===== src/rtl/irq_pkg.sv =====
package irq_pkg;
  localparam int LVL_W = 2;
  typedef enum logic [LVL_W-1:0] {
    LVL_NONE = 2'd0,
    LVL_L    = 2'd1,
    LVL_H    = 2'd2,
    LVL_X    = 2'd3
  } lvl_e;
  // one stack slot per level above NONE
  localparam int NEST_DEPTH = 3;
endpackage


===== src/rtl/irq_level_map.sv =====
module irq_level_map
  import irq_pkg::*;
#(
  parameter int N_VEC = 10,
  parameter int N_TOP = 2
) (
  input  logic [N_VEC-1:0]            lvl_sel_i,
  output logic [N_VEC-1:0][LVL_W-1:0] lvl_o
);
  for (genvar g = 0; g < N_VEC; g++) begin : g_map
    if (g < N_TOP) begin : g_top
      assign lvl_o[g] = lvl_sel_i[g] ? LVL_X : LVL_L;
    end else begin : g_mid
      assign lvl_o[g] = lvl_sel_i[g] ? LVL_H : LVL_L;
    end
  end
endmodule


===== src/rtl/irq_arbiter.sv =====
module irq_arbiter
  import irq_pkg::*;
#(
  parameter int N_VEC = 10,
  localparam int IDX_W = $clog2(N_VEC)
) (
  input  logic                        clk_i,
  input  logic                        rst_ni,
  input  logic [N_VEC-1:0]            req_i,
  input  logic [N_VEC-1:0][LVL_W-1:0] lvl_i,
  output logic                        win_valid_o,
  output logic [IDX_W-1:0]            win_idx_o,
  output lvl_e                        win_lvl_o
);
  always_comb begin
    win_valid_o = 1'b0;
    win_idx_o   = '0;
    win_lvl_o   = LVL_NONE;
    // strict compare: the first (lowest) index keeps a tie
    for (int i = 0; i < N_VEC; i++) begin
      if (req_i[i] && (lvl_i[i] > win_lvl_o)) begin
        win_valid_o = 1'b1;
        win_idx_o   = IDX_W'(i);
        win_lvl_o   = lvl_e'(lvl_i[i]);
      end
    end
  end

  p_win_req_r5: assert property (@(posedge clk_i) disable iff (!rst_ni)
    win_valid_o |-> (req_i[win_idx_o] && (lvl_i[win_idx_o] == win_lvl_o)));
  p_win_any_r5: assert property (@(posedge clk_i) disable iff (!rst_ni)
    (req_i != '0) |-> win_valid_o);
endmodule


===== src/rtl/irq_level_stack.sv =====
module irq_level_stack
  import irq_pkg::*;
#(
  parameter int DEPTH = NEST_DEPTH,
  localparam int DEP_W = $clog2(DEPTH + 1)
) (
  input  logic             clk_i,
  input  logic             rst_ni,
  input  logic             push_i,
  input  logic             pop_i,
  input  lvl_e             push_lvl_i,
  output lvl_e             cur_lvl_o,
  output logic [DEP_W-1:0] depth_o
);
  lvl_e             stk_q [DEPTH];
  logic [DEP_W-1:0] dep_q;

  always_ff @(posedge clk_i or negedge rst_ni) begin
    if (!rst_ni) begin
      dep_q <= '0;
      for (int i = 0; i < DEPTH; i++) stk_q[i] <= LVL_NONE;
    end else if (pop_i) begin
      if (dep_q != '0) dep_q <= dep_q - 1'b1;
    end else if (push_i && (dep_q < DEP_W'(DEPTH))) begin
      for (int i = 0; i < DEPTH; i++)
        if (DEP_W'(i) == dep_q) stk_q[i] <= push_lvl_i;
      dep_q <= dep_q + 1'b1;
    end
  end

  always_comb begin
    cur_lvl_o = LVL_NONE;
    for (int i = 0; i < DEPTH; i++)
      if (DEP_W'(i + 1) == dep_q) cur_lvl_o = stk_q[i];
  end

  assign depth_o = dep_q;

  p_no_overflow_r6: assert property (@(posedge clk_i) disable iff (!rst_ni)
    dep_q <= DEP_W'(DEPTH));
  p_pop_one_r7: assert property (@(posedge clk_i) disable iff (!rst_ni)
    (pop_i && dep_q != '0) |=> (dep_q == $past(dep_q) - 1'b1));
  p_pop_empty_r7: assert property (@(posedge clk_i) disable iff (!rst_ni)
    (pop_i && dep_q == '0) |=> (dep_q == '0));
  p_stack_order_r6: assert property (@(posedge clk_i) disable iff (!rst_ni)
    (dep_q >= DEP_W'(2)) |-> (stk_q[1] > stk_q[0]));
endmodule


===== src/rtl/irq_vector_ctrl.sv =====
module irq_vector_ctrl
  import irq_pkg::*;
#(
  parameter int N_VEC     = 10,
  parameter int N_TOP     = 2,
  parameter int ADDR_W    = 17,
  parameter int VEC_BASE  = 3,
  parameter int VEC_STEP  = 8,
  localparam int IDX_W    = $clog2(N_VEC),
  localparam int DEP_W    = $clog2(NEST_DEPTH + 1)
) (
  input  logic              clk_i,
  input  logic              rst_ni,
  input  logic [N_VEC-1:0]  req_i,
  input  logic [N_VEC-1:0]  lvl_sel_i,
  input  logic              ack_i,
  input  logic              reti_i,
  output logic              valid_o,
  output logic [ADDR_W-1:0] vec_addr_o,
  output logic [LVL_W-1:0]  cur_lvl_o
);
  localparam logic [ADDR_W-1:0] BASE_A = ADDR_W'(VEC_BASE);
  localparam logic [ADDR_W-1:0] STEP_A = ADDR_W'(VEC_STEP);
  localparam logic [ADDR_W-1:0] LAST_A = ADDR_W'(VEC_BASE + VEC_STEP * (N_VEC - 1));

  logic [N_VEC-1:0][LVL_W-1:0] vec_lvl;
  logic                        win_valid;
  logic [IDX_W-1:0]            win_idx;
  lvl_e                        win_lvl;
  lvl_e                        cur_lvl;
  logic [DEP_W-1:0]            depth;
  logic                        accept;

  irq_level_map #(.N_VEC(N_VEC), .N_TOP(N_TOP)) u_map (
    .lvl_sel_i (lvl_sel_i),
    .lvl_o     (vec_lvl)
  );

  irq_arbiter #(.N_VEC(N_VEC)) u_arb (
    .clk_i       (clk_i),
    .rst_ni      (rst_ni),
    .req_i       (req_i),
    .lvl_i       (vec_lvl),
    .win_valid_o (win_valid),
    .win_idx_o   (win_idx),
    .win_lvl_o   (win_lvl)
  );

  // nesting only upward: strictly above what is in service
  assign accept = win_valid && (win_lvl > cur_lvl);

  irq_level_stack #(.DEPTH(NEST_DEPTH)) u_stk (
    .clk_i      (clk_i),
    .rst_ni     (rst_ni),
    .push_i     (ack_i && accept),
    .pop_i      (reti_i),
    .push_lvl_i (win_lvl),
    .cur_lvl_o  (cur_lvl),
    .depth_o    (depth)
  );

  assign valid_o    = accept;
  assign vec_addr_o = accept ? (BASE_A + STEP_A * ADDR_W'(win_idx)) : '0;
  assign cur_lvl_o  = cur_lvl;

  p_addr_grid_r1: assert property (@(posedge clk_i) disable iff (!rst_ni)
    valid_o |-> (((vec_addr_o - BASE_A) % STEP_A) == '0 &&
                 vec_addr_o >= BASE_A && vec_addr_o <= LAST_A));
  p_top_blocks_r4: assert property (@(posedge clk_i) disable iff (!rst_ni)
    (cur_lvl_o == LVL_X) |-> !valid_o);
  p_ack_raises_r6: assert property (@(posedge clk_i) disable iff (!rst_ni)
    (ack_i && valid_o && !reti_i) |=> (cur_lvl_o > $past(cur_lvl_o)));
  p_ack_idle_r9: assert property (@(posedge clk_i) disable iff (!rst_ni)
    (ack_i && !valid_o && !reti_i) |=> $stable(cur_lvl_o));
  p_reti_wins_r10: assert property (@(posedge clk_i) disable iff (!rst_ni)
    (ack_i && reti_i && depth != '0) |=> (depth == $past(depth) - 1'b1));
  p_idle_addr_r8: assert property (@(posedge clk_i) disable iff (!rst_ni)
    !valid_o |-> (vec_addr_o == '0));
endmodule


===== config.mk =====
export PLATFORM = sky130hd
export DESIGN_NAME = irq_vector_ctrl
export DESIGN_NICKNAME = d
export VERILOG_FILES = /design/src/rtl/irq_pkg.sv /design/src/rtl/irq_level_map.sv /design/src/rtl/irq_arbiter.sv /design/src/rtl/irq_level_stack.sv /design/src/rtl/irq_vector_ctrl.sv
export SDC_FILE = /design/constraint.sdc
export NUM_CORES = 1
export LEC_CHECK = 0
export ABC_AREA = 1
export BUFFER_PORTS_ARGS = -buffer_cell sky130_fd_sc_hd__buf_4
export CAP_MARGIN = 10
export CORE_UTILIZATION = 55
export DETAILED_ROUTE_END_ITERATION = 10
export HOLD_SLACK_MARGIN = 0.12
export PLACE_DENSITY = 0.9
export SETUP_SLACK_MARGIN = 0.3
export SKIP_LAST_GASP = 1
export SYNTH_ARGS = -nofsm -noshare
export SYNTH_HDL_FRONTEND = slang
export SYNTH_SLANG_ARGS = --single-unit

===== constraint.sdc =====
create_clock -name clk_i -period 21.9 [get_ports clk_i]
set_clock_uncertainty 0.15 [all_clocks]
set_input_delay 4.38 -clock clk_i [delete_from_list [all_inputs] [get_ports clk_i]]
set_output_delay 4.38 -clock clk_i [all_outputs]
set_load 0.01 [all_outputs]

==> key figures, run 1 <==
Run status
  – Status: finished clean

Routing
  – Vias: 1321
  – Drt first pass iters: 4
  – Met2 routed WL: 1.170 mm
  – Drt initial violations: 26
  – M1 wire length: 1.237 mm
  – WL/cell: 9.203 um
  – WL met3: 67 um
  – Detailed-route DRC error count: 0
  – DRT antenna net count: 0
  – DR top layer: met4
  – Vias per cell: 4.875
  – WL final: 2.494 mm

Setup path
  – Worst R2R Setup Slack: 19390 ps
  – CP required: 17370 ps
  – Largest delay contributor family on the critical path: simple AND/OR/NAND/NOR gates
  – Setup crit start kind: primary input
  – Biggest cell delay along the critical path: 330 ps
  – CP Depth: 70
  – Crit-path most repeated cell: nand2_1
  – Critical path endpoint category: output pin
  – Slowest stage cell, crit path: a21oi_1
  – Bufs and invs on worst path: 13
  – R2R Path End: u_stk.stk_q[5]
  – Crit Path Max Fanout: 6
  – Crit path from: req_i[0]
  – Worst R2R Start: u_stk.depth_o[0]
  – Reg2reg path depth: 13
  – Crit Path Class: primary input to output pin
  – Arrival time worst endpoint: 13580 ps

GRT
  – Initial antenna violation count: 0
  – All-layer global routing usage: 0.2050
  – First-pass GRT wire length: 4.202 mm
  – Largest net degree at the start of global routing: 9
  – Vias in the first global route: 1133
  – Total gr overflow: 0

Clock tree
  – Setup bufs post-CTS: 0
  – Clock buffer depth: 2
  – CTS Buf Count: 3
  – Root buffer cell: clkbuf_4
  – Worst-path clk slew: 60 ps
  – CTS tree: built
  – Hold Buf Count CTS: 0
  – Clk sinks: 8
  – H-Tree Depth: 1
  – Worst skew pair latency: 250 ps
  – Post_cts resized: 0

Synth
  – Syn Area/Cell: 6.303 sq um
  – Ranking of synthesized cells by area: nand2_1 (15%), dfrtp_1 (15%), ha_1 (15%)
  – Post-synthesis cell count: 211
  – Seq/Total Area, Yosys: 0.1505
  – Async SR Flop Fraction: 1.000
  – Syn. warnings: 0
  – Top cell type's share of synthesized area: 0.1524
  – Cell variety after synth: 28
  – Area leader, netlist: nand2_1
  – Top_reg_cell synth: dfrtp_1
  – Mapped Area: 0.001330 sq mm
  – Number of synthesized flops with an enable pin: 0
  – Top-count cell post-synth: nand2_1
  – Most frequent cells after synthesis: nand2_1 (54), inv_1 (32), nor2_1 (17), ha_1 (16), nand3_1 (16)
  – Seq cells post-synth: 8

STA
  – Fin crit period: 18110 ps
  – Setup violators final: 0
  – Worst Hold Slack: 337.0 ps
  – Pins Over Slew Limit: 0
  – Setup TNS: 0 ps
  – Unrepaired setup endpoints after global routing: false
  – PnR worst setup slack: 3794 ps
  – Final Hold Vio Count: 0
  – Fmax: 55.23 MHz
  – Fin crit share: 0.8268

Place
  – Pre-CTS setup slack: 3758 ps
  – IO Port Bufs: 32
  – Gpl congestion: 0.8911
  – Detailed Place HPWL: 2.199 mm

Cells and area
  – Multi-input logic area: 942.2 sq um
  – Layout area overhead: 17.87%
  – FILL cells: 216
  – FF/Latch Area: 200.2 sq um
  – Layout net count: 285
  – Share of cells above drive strength 1: 0.2263
  – # diodes: 0

Pwr
  – Switching power: 76.07 uW
  – Post-layout total power: 153.4 uW
  – Int Power: 77.34 uW
  – Power density over the cells: 97.86 mW/mm^2
  – Sequential power share: 0.172
  – Pleak: 0.9474 nW
  – Clock Power Share: 0.076
  – Comb pwr share: 0.753
  – Switching share of power: 0.4959
  – Maximum VDD drop: 0.07043 mV

Worst hold path
  – Hold depth: 2
  – Worst Hold End: u_stk.stk_q[0]
  – Hold crit path type: register to register
  – Hold path start: u_stk.stk_q[0]

Floorplanning
  – Core area: 0.002255 sq mm
  – Initial core utilization: 0.5899
  – Top-level I/O count: 44
  – Rows: 17
  – Die height: 51.18 um
  – Full die area: 0.002619 sq mm
  – Die Width: 51.18 um

Job
  – Max-cap violations: 0
power by group through the flow:
stage | clock (mW) | sequential [mW] | combinational [mW]
after detailed placement | 0 | 0.0265 | 0.116
after global placement | 0 | 0.0261 | 0.113
after global routing | 0.0123 | 0.0270 | 0.132
after floorplan | 0 | 0.0255 | 0.0837
final | 0.0116 | 0.0264 | 0.115
after CTS | 0.0115 | 0.0263 | 0.116
per-layer routing:
metal / up-vias / global-route usage
met5: - / 0
met4: 0 / 0.05556
met3: 4 / 0.008929
met2: 26 / 0.3662
met1: 566 / 0.2661
li1: 725 / -
logic make-up after synthesis:
kind of cell | after synthesis | share of synthesized area
other cells | 1 | 0.002819
fa+ha+maj | 16 | 0.1505
simple gates | 112 | 0.4055
compound gates | 26 | 0.1148
buf+inv | 47 | 0.1693
xor+xnor | 1 | 0.006586
flops | 8 | 0.1505
cells in the final DEF, fill, tap and decap left out, types with 3 or more instances in the layout:
cell,count
a21oi_1,9
buf_4,32
clkbuf_4,3
conb_1,11
dfrtp_1,8
ha_1,16
inv_1,32
nand2_1,54
nand2_2,6
nand3_1,16
nand3_2,7
nand4_1,4
nor2_1,17
o21ai_0,5
o21ai_1,5
tightest hold or removal path, delay by kind of cell, from the launching register on:
family,cells,cell delay [ps]
simple gates,2,110
flops,1,350
per-stage QoR:
step                area, sq um    util  cells
finish                     1568  0.6953    271
global route               1568  0.6953    271
CTS                        1568  0.6953    271
detailed placement         1545  0.6854    268
global placement           1545  0.6854    268
floorplan                  1368       -    221
layout make-up:
class,count,share of cell area
Timing Repair Buffer,32,0.1532
Sequential cell,8,0.1277
Clock buffer,3,0.01437
Inverter,34,0.08140
Multi-Input combinational cell,166,0.6010
Tap cell,28,0.02235
registers in the layout, indices dropped and copies added, names as in the netlist:
name,count
u_stk.depth_o,2
u_stk.stk_q,6
worst max path at each step:
stage / slack, ps / end
finish: 3790 / vec_addr_o[5]
global route: 2690 / vec_addr_o[5]
CTS: 3750 / vec_addr_o[5]
detailed placement: 3760 / vec_addr_o[5]
global placement: 4050 / vec_addr_o[4]
floorplan: 4820 / vec_addr_o[4]
(Power assumes the default switching activity.)
==> inputs of run 2 (changes only) <==
Settings changed: CORE_ASPECT_RATIO from default to 2, CORE_UTILIZATION 55 to 46, PLACE_DENSITY 0.9 to 0.81.
Clock period 21.9 ns to 14.8 ns, I/O delays scaled along.
==> run 2 against run 1 <==
Worst setup slack got worse by 3200 ps. Largest power group unchanged. Cell area rose by 33%. Via count rose by 17%. Register-to-register slack got worse by 7500 ps.
==> key figures, run 2 (same netlist as run 1, synthesis figures left out) <==
Cells and area
  – # diodes: 0 (unchanged)
  – Multi-input logic area: 0.001192 sq mm (+27%)
  – Most frequent cells in the layout: buf_4 (61), nand2_1 (40), inv_1 (24)
  – Share of cells above drive strength 1: 0.4927 (+0.2664)
  – Layout area overhead: 56.44%
  – FILL cells: 204 (-5.6%)
  – Layout net count: 316 (+11%)
  – Non-Filler Instances: 303 (+12%)
  – Most common cell after layout, fill and taps aside: buf_4
  – FF/Latch Area: 200.2 sq um (unchanged)
  – Most flop-heavy register: u_stk.stk_q
  – Number of flip-flops in the largest register: 6 (unchanged)
  – Core Util, Final: 0.7604 (+0.06506)

Setup path
  – Biggest cell delay along the critical path: 320 ps (about the same)
  – Crit-path most repeated cell: nand2_2
  – Crit Path Class: primary input to output pin
  – Arrival time worst endpoint: 11080 ps (-2500 ps)
  – Crit Path Max Fanout: 4 (-2)
  – Critical path endpoint category: output pin
  – CP required: 11690 ps (-5680 ps)
  – Setup crit start kind: primary input
  – Slowest stage cell, crit path: ha_1

GRT
  – M1 GR Usage: 0.1738 (-0.09222)
  – Largest net degree at the start of global routing: 9 (unchanged)
  – All-layer global routing usage: 0.2004 (-0.004587)
  – GRT met3 Usage: 0.02542 (+0.01650)
  – Global route hottest layer: met2
  – Vias in the first global route: 1266 (+12%)
  – Total gr overflow: 0 (unchanged)
  – Met2 Usage GRT: 0.3855 (+0.01926)
  – Initial antenna violation count: 0 (unchanged)
  – First-pass GRT wire length: 4.547 mm (+8.2%)

Routing
  – Vias: 1544 (+17%)
  – Drt initial violations: 25 (-3.8%)
  – WL/cell: 11.95 um (+30%)
  – Detailed-route DRC error count: 0 (unchanged)
  – DRT antenna net count: 0 (unchanged)
  – Drt first pass iters: 4 (unchanged)
  – Vias per cell: 5.096 (+4.5%)
  – WL final: 3.621 mm (+45%)

Floorplanning
  – Top-level I/O count: 44 (unchanged)
  – Rows: 27 (+10)
  – Full die area: 0.003123 sq mm (+19%)
  – Die Width: 40.02 um (-22%)
  – Die height: 78.05 um (+53%)
  – Core area: 0.002736 sq mm (+21%)
  – Initial core utilization: 0.4861 (-0.1038)

Pwr
  – Maximum VDD drop: 0.1788 mV (+150%)
  – Pleak: 1.125 nW (+19%)
  – Switching power: 139.0 uW (+83%)
  – Switching share of power: 0.4400 (-0.05587)
  – Int Power: 176.9 uW (+130%)
  – Comb pwr share: 0.790 (+0.037)
  – Power density over the cells: 151.8 mW/mm^2 (+55%)
  – Sequential power share: 0.125 (-0.047)
  – Clock Power Share: 0.085 (+0.009)
  – Post-layout total power: 315.9 uW (+110%)

Clock tree
  – CTS Buf Count: 3 (unchanged)
  – H-Tree Depth: 1 (unchanged)
  – Worst-path clk slew: 40 ps (-20 ps)
  – CTS tree: built
  – Clk sinks: 8 (unchanged)
  – Worst skew pair latency: 240 ps (about the same)
  – Root buffer cell: clkbuf_8
  – Clock buffer depth: 2 (unchanged)

STA
  – Unrepaired setup endpoints after global routing: true
  – Pins Over Slew Limit: 0 (unchanged)
  – Setup violators final: 0 (unchanged)
  – Fin crit period: 14190 ps
  – Fin crit share: 0.9589
  – Final Hold Vio Count: 0 (unchanged)
  – Setup TNS: 0 ps (unchanged)
  – Fmax: 70.46 MHz
  – Worst Hold Slack: 333.3 ps (-3.709 ps)

Place
  – Gpl congestion: 0.7887 (-11%)
  – Dpl cells: 285 (+6.3%)
  – IO Port Bufs: 32 (unchanged)
  – Detailed Place HPWL: 2.374 mm (+7.9%)

Job
  – Max-cap violations: 0 (unchanged)

Worst hold path
  – Hold crit path type: register to register

Run status
  – Status: finished clean
==> run 2: cell count changes in the layout (fill, tap and decap cells not counted), sizes merged <==
cell  delta
buf     +31
==> run 2: through the flow <==
step	setup slack, ps	instance area (sq um)
2_1_floorplan	560.2	1368
3_3_place_gp	43.49	1667
3_5_place_dp	-93.46	1667
4_1_cts	144.2	1764
5_1_grt	107.6	2081
6_report	607.7	2081
==> run 2: worst paths after layout <==
| kind | from | to | slack [ps] | cells after the start |
|---|---|---|---|---|
| hold reg to reg | u_stk.stk_q[2] | u_stk.stk_q[2] | 330 | 2 |
| min in group asynchronous | rst_ni | u_stk.stk_q[4] | 2380 | 1 |
| setup reg to reg | u_stk.depth_o[0] | u_stk.stk_q[0] | 11930 | 19 |
| hold / removal | u_stk.stk_q[2] | u_stk.stk_q[2] | 330 | 2 |
| max in group asynchronous | rst_ni | u_stk.stk_q[1] | 11990 | 1 |
| setup / recovery | req_i[0] | vec_addr_o[5] | 610 | 69 |
==> run 2: power groups by stage <==
stage / sequential (mW) / combinational [mW] / clock (mW)
floorplan: 0.0377 / 0.124 / 0
global placement: 0.0390 / 0.185 / 0
detailed placement: 0.0395 / 0.189 / 0
CTS: 0.0393 / 0.210 / 0.0275
global route: 0.0409 / 0.274 / 0.0289
finish: 0.0396 / 0.249 / 0.0269
==> run 2: timing repair <==
action                     in CTS  in global routing
gates resized for setup         9                 56
buffers inserted                5                 10
pin swaps                      13                 42
hold endpoints to repair        0                  0
gates cloned                    0                  0
hold buffers                    0                  0
setup endpoints to repair       7                  7
==> run 2: final cells by class <==
type / count / area share
flip-flops and latches: 8 / 0.09621
repair buffers: 63 / 0.2309
clock buffers: 3 / 0.01984
inverters: 34 / 0.06254
well taps: 29 / 0.01744
multi-input cells: 166 / 0.5731
==> run 2: worst max-delay path, delay by kind of cell <==
kind                     cells  cell delay [ps]
AND/OR/NAND/NOR             37             3370
buffers and inverters       12              810
AO/OA/AOI/OAI               10             1490
adder cells (fa/ha/maj)     10             2450
==> run 2: layer usage <==
layer	share of wire	vias to the layer above
met4	0.015	0
met5	0	-
li1	-	779
met2	0.60	45
met3	0.037	5
met1	0.35	715
==> inputs of run 3 (changes only) <==
Settings changed: GPL_ROUTABILITY_DRIVEN from default to 0, RECOVER_POWER from default to 100.
==> run 3 against run 2 <==
Non-clock buffer count is the same. Final cell count is the same. Clock power barely moved. Via count unchanged. Utilization down 0.69 points. Largest power group unchanged.
==> key figures, run 3 (same netlist as run 1, synthesis figures left out) <==
Setup path
  – CP required: 11690 ps (about the same)
  – Largest delay contributor family on the critical path: simple AND/OR/NAND/NOR gates
  – Biggest cell delay along the critical path: 320 ps (about the same)
  – Setup crit start kind: primary input
  – Crit Path Max Fanout: 4 (unchanged)
  – Crit-path most repeated cell: nand2_2
  – Arrival time worst endpoint: 11160 ps (+80 ps)
  – Bufs and invs on worst path: 12 (unchanged)
  – Crit Path Class: primary input to output pin
  – Slowest stage cell, crit path: ha_1
  – Worst R2R Setup Slack: 11930 ps (about the same)
  – Critical path endpoint category: output pin

STA
  – Setup violators final: 0 (unchanged)
  – Fmax: 70.07 MHz (-0.56%)
  – Setup TNS: 0 ps (unchanged)
  – Unrepaired setup endpoints after global routing: true
  – Pins Over Slew Limit: 0 (unchanged)
  – Fin crit period: 14270 ps (+79.51 ps)
  – Fin crit share: 0.9643 (+0.005372)
  – Final Hold Vio Count: 0 (unchanged)

Routing
  – WL/cell: 11.98 um (+0.22%)
  – Met2 routed WL: 2.180 mm (unchanged)
  – WL final: 3.629 mm (+0.22%)
  – WL met3: 135 um (unchanged)
  – M1 wire length: 1.260 mm (+0.56%)
  – DRT antenna net count: 0 (unchanged)
  – Drt first pass iters: 4 (unchanged)
  – Detailed-route DRC error count: 0 (unchanged)
  – Vias: 1544 (unchanged)
  – Vias per cell: 5.096 (unchanged)
  – Drt initial violations: 25 (unchanged)
  – DR top layer: met4

Place
  – IO Port Bufs: 32 (unchanged)
  – Dpl cells: 285 (unchanged)
  – Detailed Place HPWL: 2.374 mm (unchanged)

Cells and area
  – # diodes: 0 (unchanged)
  – FF/Latch Area: 200.2 sq um (unchanged)
  – Layout area overhead: 55.03%
  – Most frequent cells in the layout: buf_4 (58), nand2_1 (40), inv_1 (24)
  – FILL cells: 210 (+2.9%)
  – Non-Filler Instances: 303 (unchanged)
  – Number of flip-flops in the largest register: 6 (unchanged)
  – Share of cells above drive strength 1: 0.4745 (-0.01825)
  – Most flop-heavy register: u_stk.stk_q
  – Multi-input logic area: 0.001185 sq mm (-0.63%)
  – Most common cell after layout, fill and taps aside: buf_4
  – Layout net count: 316 (unchanged)

Floorplanning
  – Rows: 27 (unchanged)
  – Core area: 0.002736 sq mm (unchanged)
  – Top-level I/O count: 44 (unchanged)
  – Initial core utilization: 0.4861 (unchanged)
  – Die Width: 40.02 um (unchanged)
  – Full die area: 0.003123 sq mm (unchanged)
  – Die height: 78.05 um (unchanged)

Clock tree
  – Worst skew pair latency: 240 ps (about the same)
  – CTS tree: built
  – Clk sinks: 8 (unchanged)
  – Clock buffer depth: 2 (unchanged)
  – Worst-path clk slew: 40 ps (about the same)
  – Root buffer cell: clkbuf_8
  – Hold Buf Count CTS: 0 (unchanged)
  – H-Tree Depth: 1 (unchanged)
  – CTS Buf Count: 3 (unchanged)

GRT
  – Total gr overflow: 0 (unchanged)
  – Vias in the first global route: 1266 (unchanged)
  – Largest net degree at the start of global routing: 9 (unchanged)
  – Initial antenna violation count: 0 (unchanged)
  – All-layer global routing usage: 0.2004 (unchanged)
  – First-pass GRT wire length: 4.547 mm (unchanged)

Pwr
  – Power density over the cells: 151.1 mW/mm^2 (-0.44%)
  – Pleak: 1.113 nW (-1.1%)
  – Maximum VDD drop: 0.1785 mV (-0.17%)

Job
  – Max-cap violations: 0 (unchanged)

Run status
  – Status: finished clean

Worst hold path
  – Hold crit path type: register to register
-- run 3: cell types whose count changed in the layout (fill, tap and decap cells not counted), sizes merged --
cell	previous run	this run
buf	63	60
clkbuf	3	6
-- run 3: power by group --
| part | leakage (nW) | switching [mW] | internal [mW] |
|---|---|---|---|
| Sequential | 0.0992 | 0.00699 | 0.0326 |
| Clock | 0.0216 | 0.00923 | 0.0177 |
| Combinational | 0.992 | 0.122 | 0.123 |
| Total | 1.11 | 0.138 | 0.173 |
-- run 3: worst reg2reg max path, delay by kind of cell, from the launching register on --
kind | cells | cell delay (ps)
DFF | 1 | 380
and+or+nand+nor | 7 | 560
adders and majority gates | 2 | 560
buffers and inverters | 8 | 840
AOI/OAI and AO/OA | 2 | 260
-- run 3: final timing paths --
path	startpoint	endpoint	cells past startpoint
min in group asynchronous	rst_ni	u_stk.stk_q[4]	1
worst min-delay path	u_stk.stk_q[2]	u_stk.stk_q[2]	2
worst min register to register	u_stk.stk_q[2]	u_stk.stk_q[2]	2
max in group asynchronous	rst_ni	u_stk.stk_q[1]	1
worst max register to register	u_stk.depth_o[0]	u_stk.stk_q[0]	19
worst max-delay path	req_i[0]	vec_addr_o[5]	69
-- run 3: stage by stage --
| stage | hold slack [ps] | instance area [sq um] | setup slack [ps] | power [mW] | utilization |
|---|---|---|---|---|---|
| 2_1_floorplan | 299.1 | 1368 | 560.2 | 0.1615 | - |
| 3_3_place_gp | 313.2 | 1667 | 43.49 | 0.2237 | 0.6091 |
| 3_5_place_dp | 317.9 | 1667 | -93.46 | 0.2282 | 0.6091 |
| 4_1_cts | 330.3 | 1764 | 144.2 | 0.2772 | 0.6447 |
| 5_1_grt | 358.6 | 2062 | 10.20 | 0.3397 | 0.7535 |
| 6_report | 333.8 | 2062 | 528.2 | 0.3116 | 0.7535 |
-- run 3: area by class of cell --
| class | count | area share |
|---|---|---|
| Multi-Input combinational cell | 166 | 0.5746 |
| Tap cell | 29 | 0.01760 |
| Timing Repair Buffer | 63 | 0.2275 |
| Sequential cell | 8 | 0.09709 |
| Inverter | 34 | 0.06311 |
| Clock buffer | 3 | 0.02002 |
-- run 3: layer usage --
layer,vias up,global-route usage
met2,45,0.3855
met5,-,0
met4,0,0.1000
li1,779,-
met1,715,0.1738
met3,5,0.02542
-- run 3: repair_timing --
| action | 4_1_cts | 5_1_grt |
|---|---|---|
| buffers inserted | 5 | 10 |
| endpoints found under the setup margin | 7 | 7 |
| pin swaps | 13 | 42 |
| resized for setup | 9 | 56 |
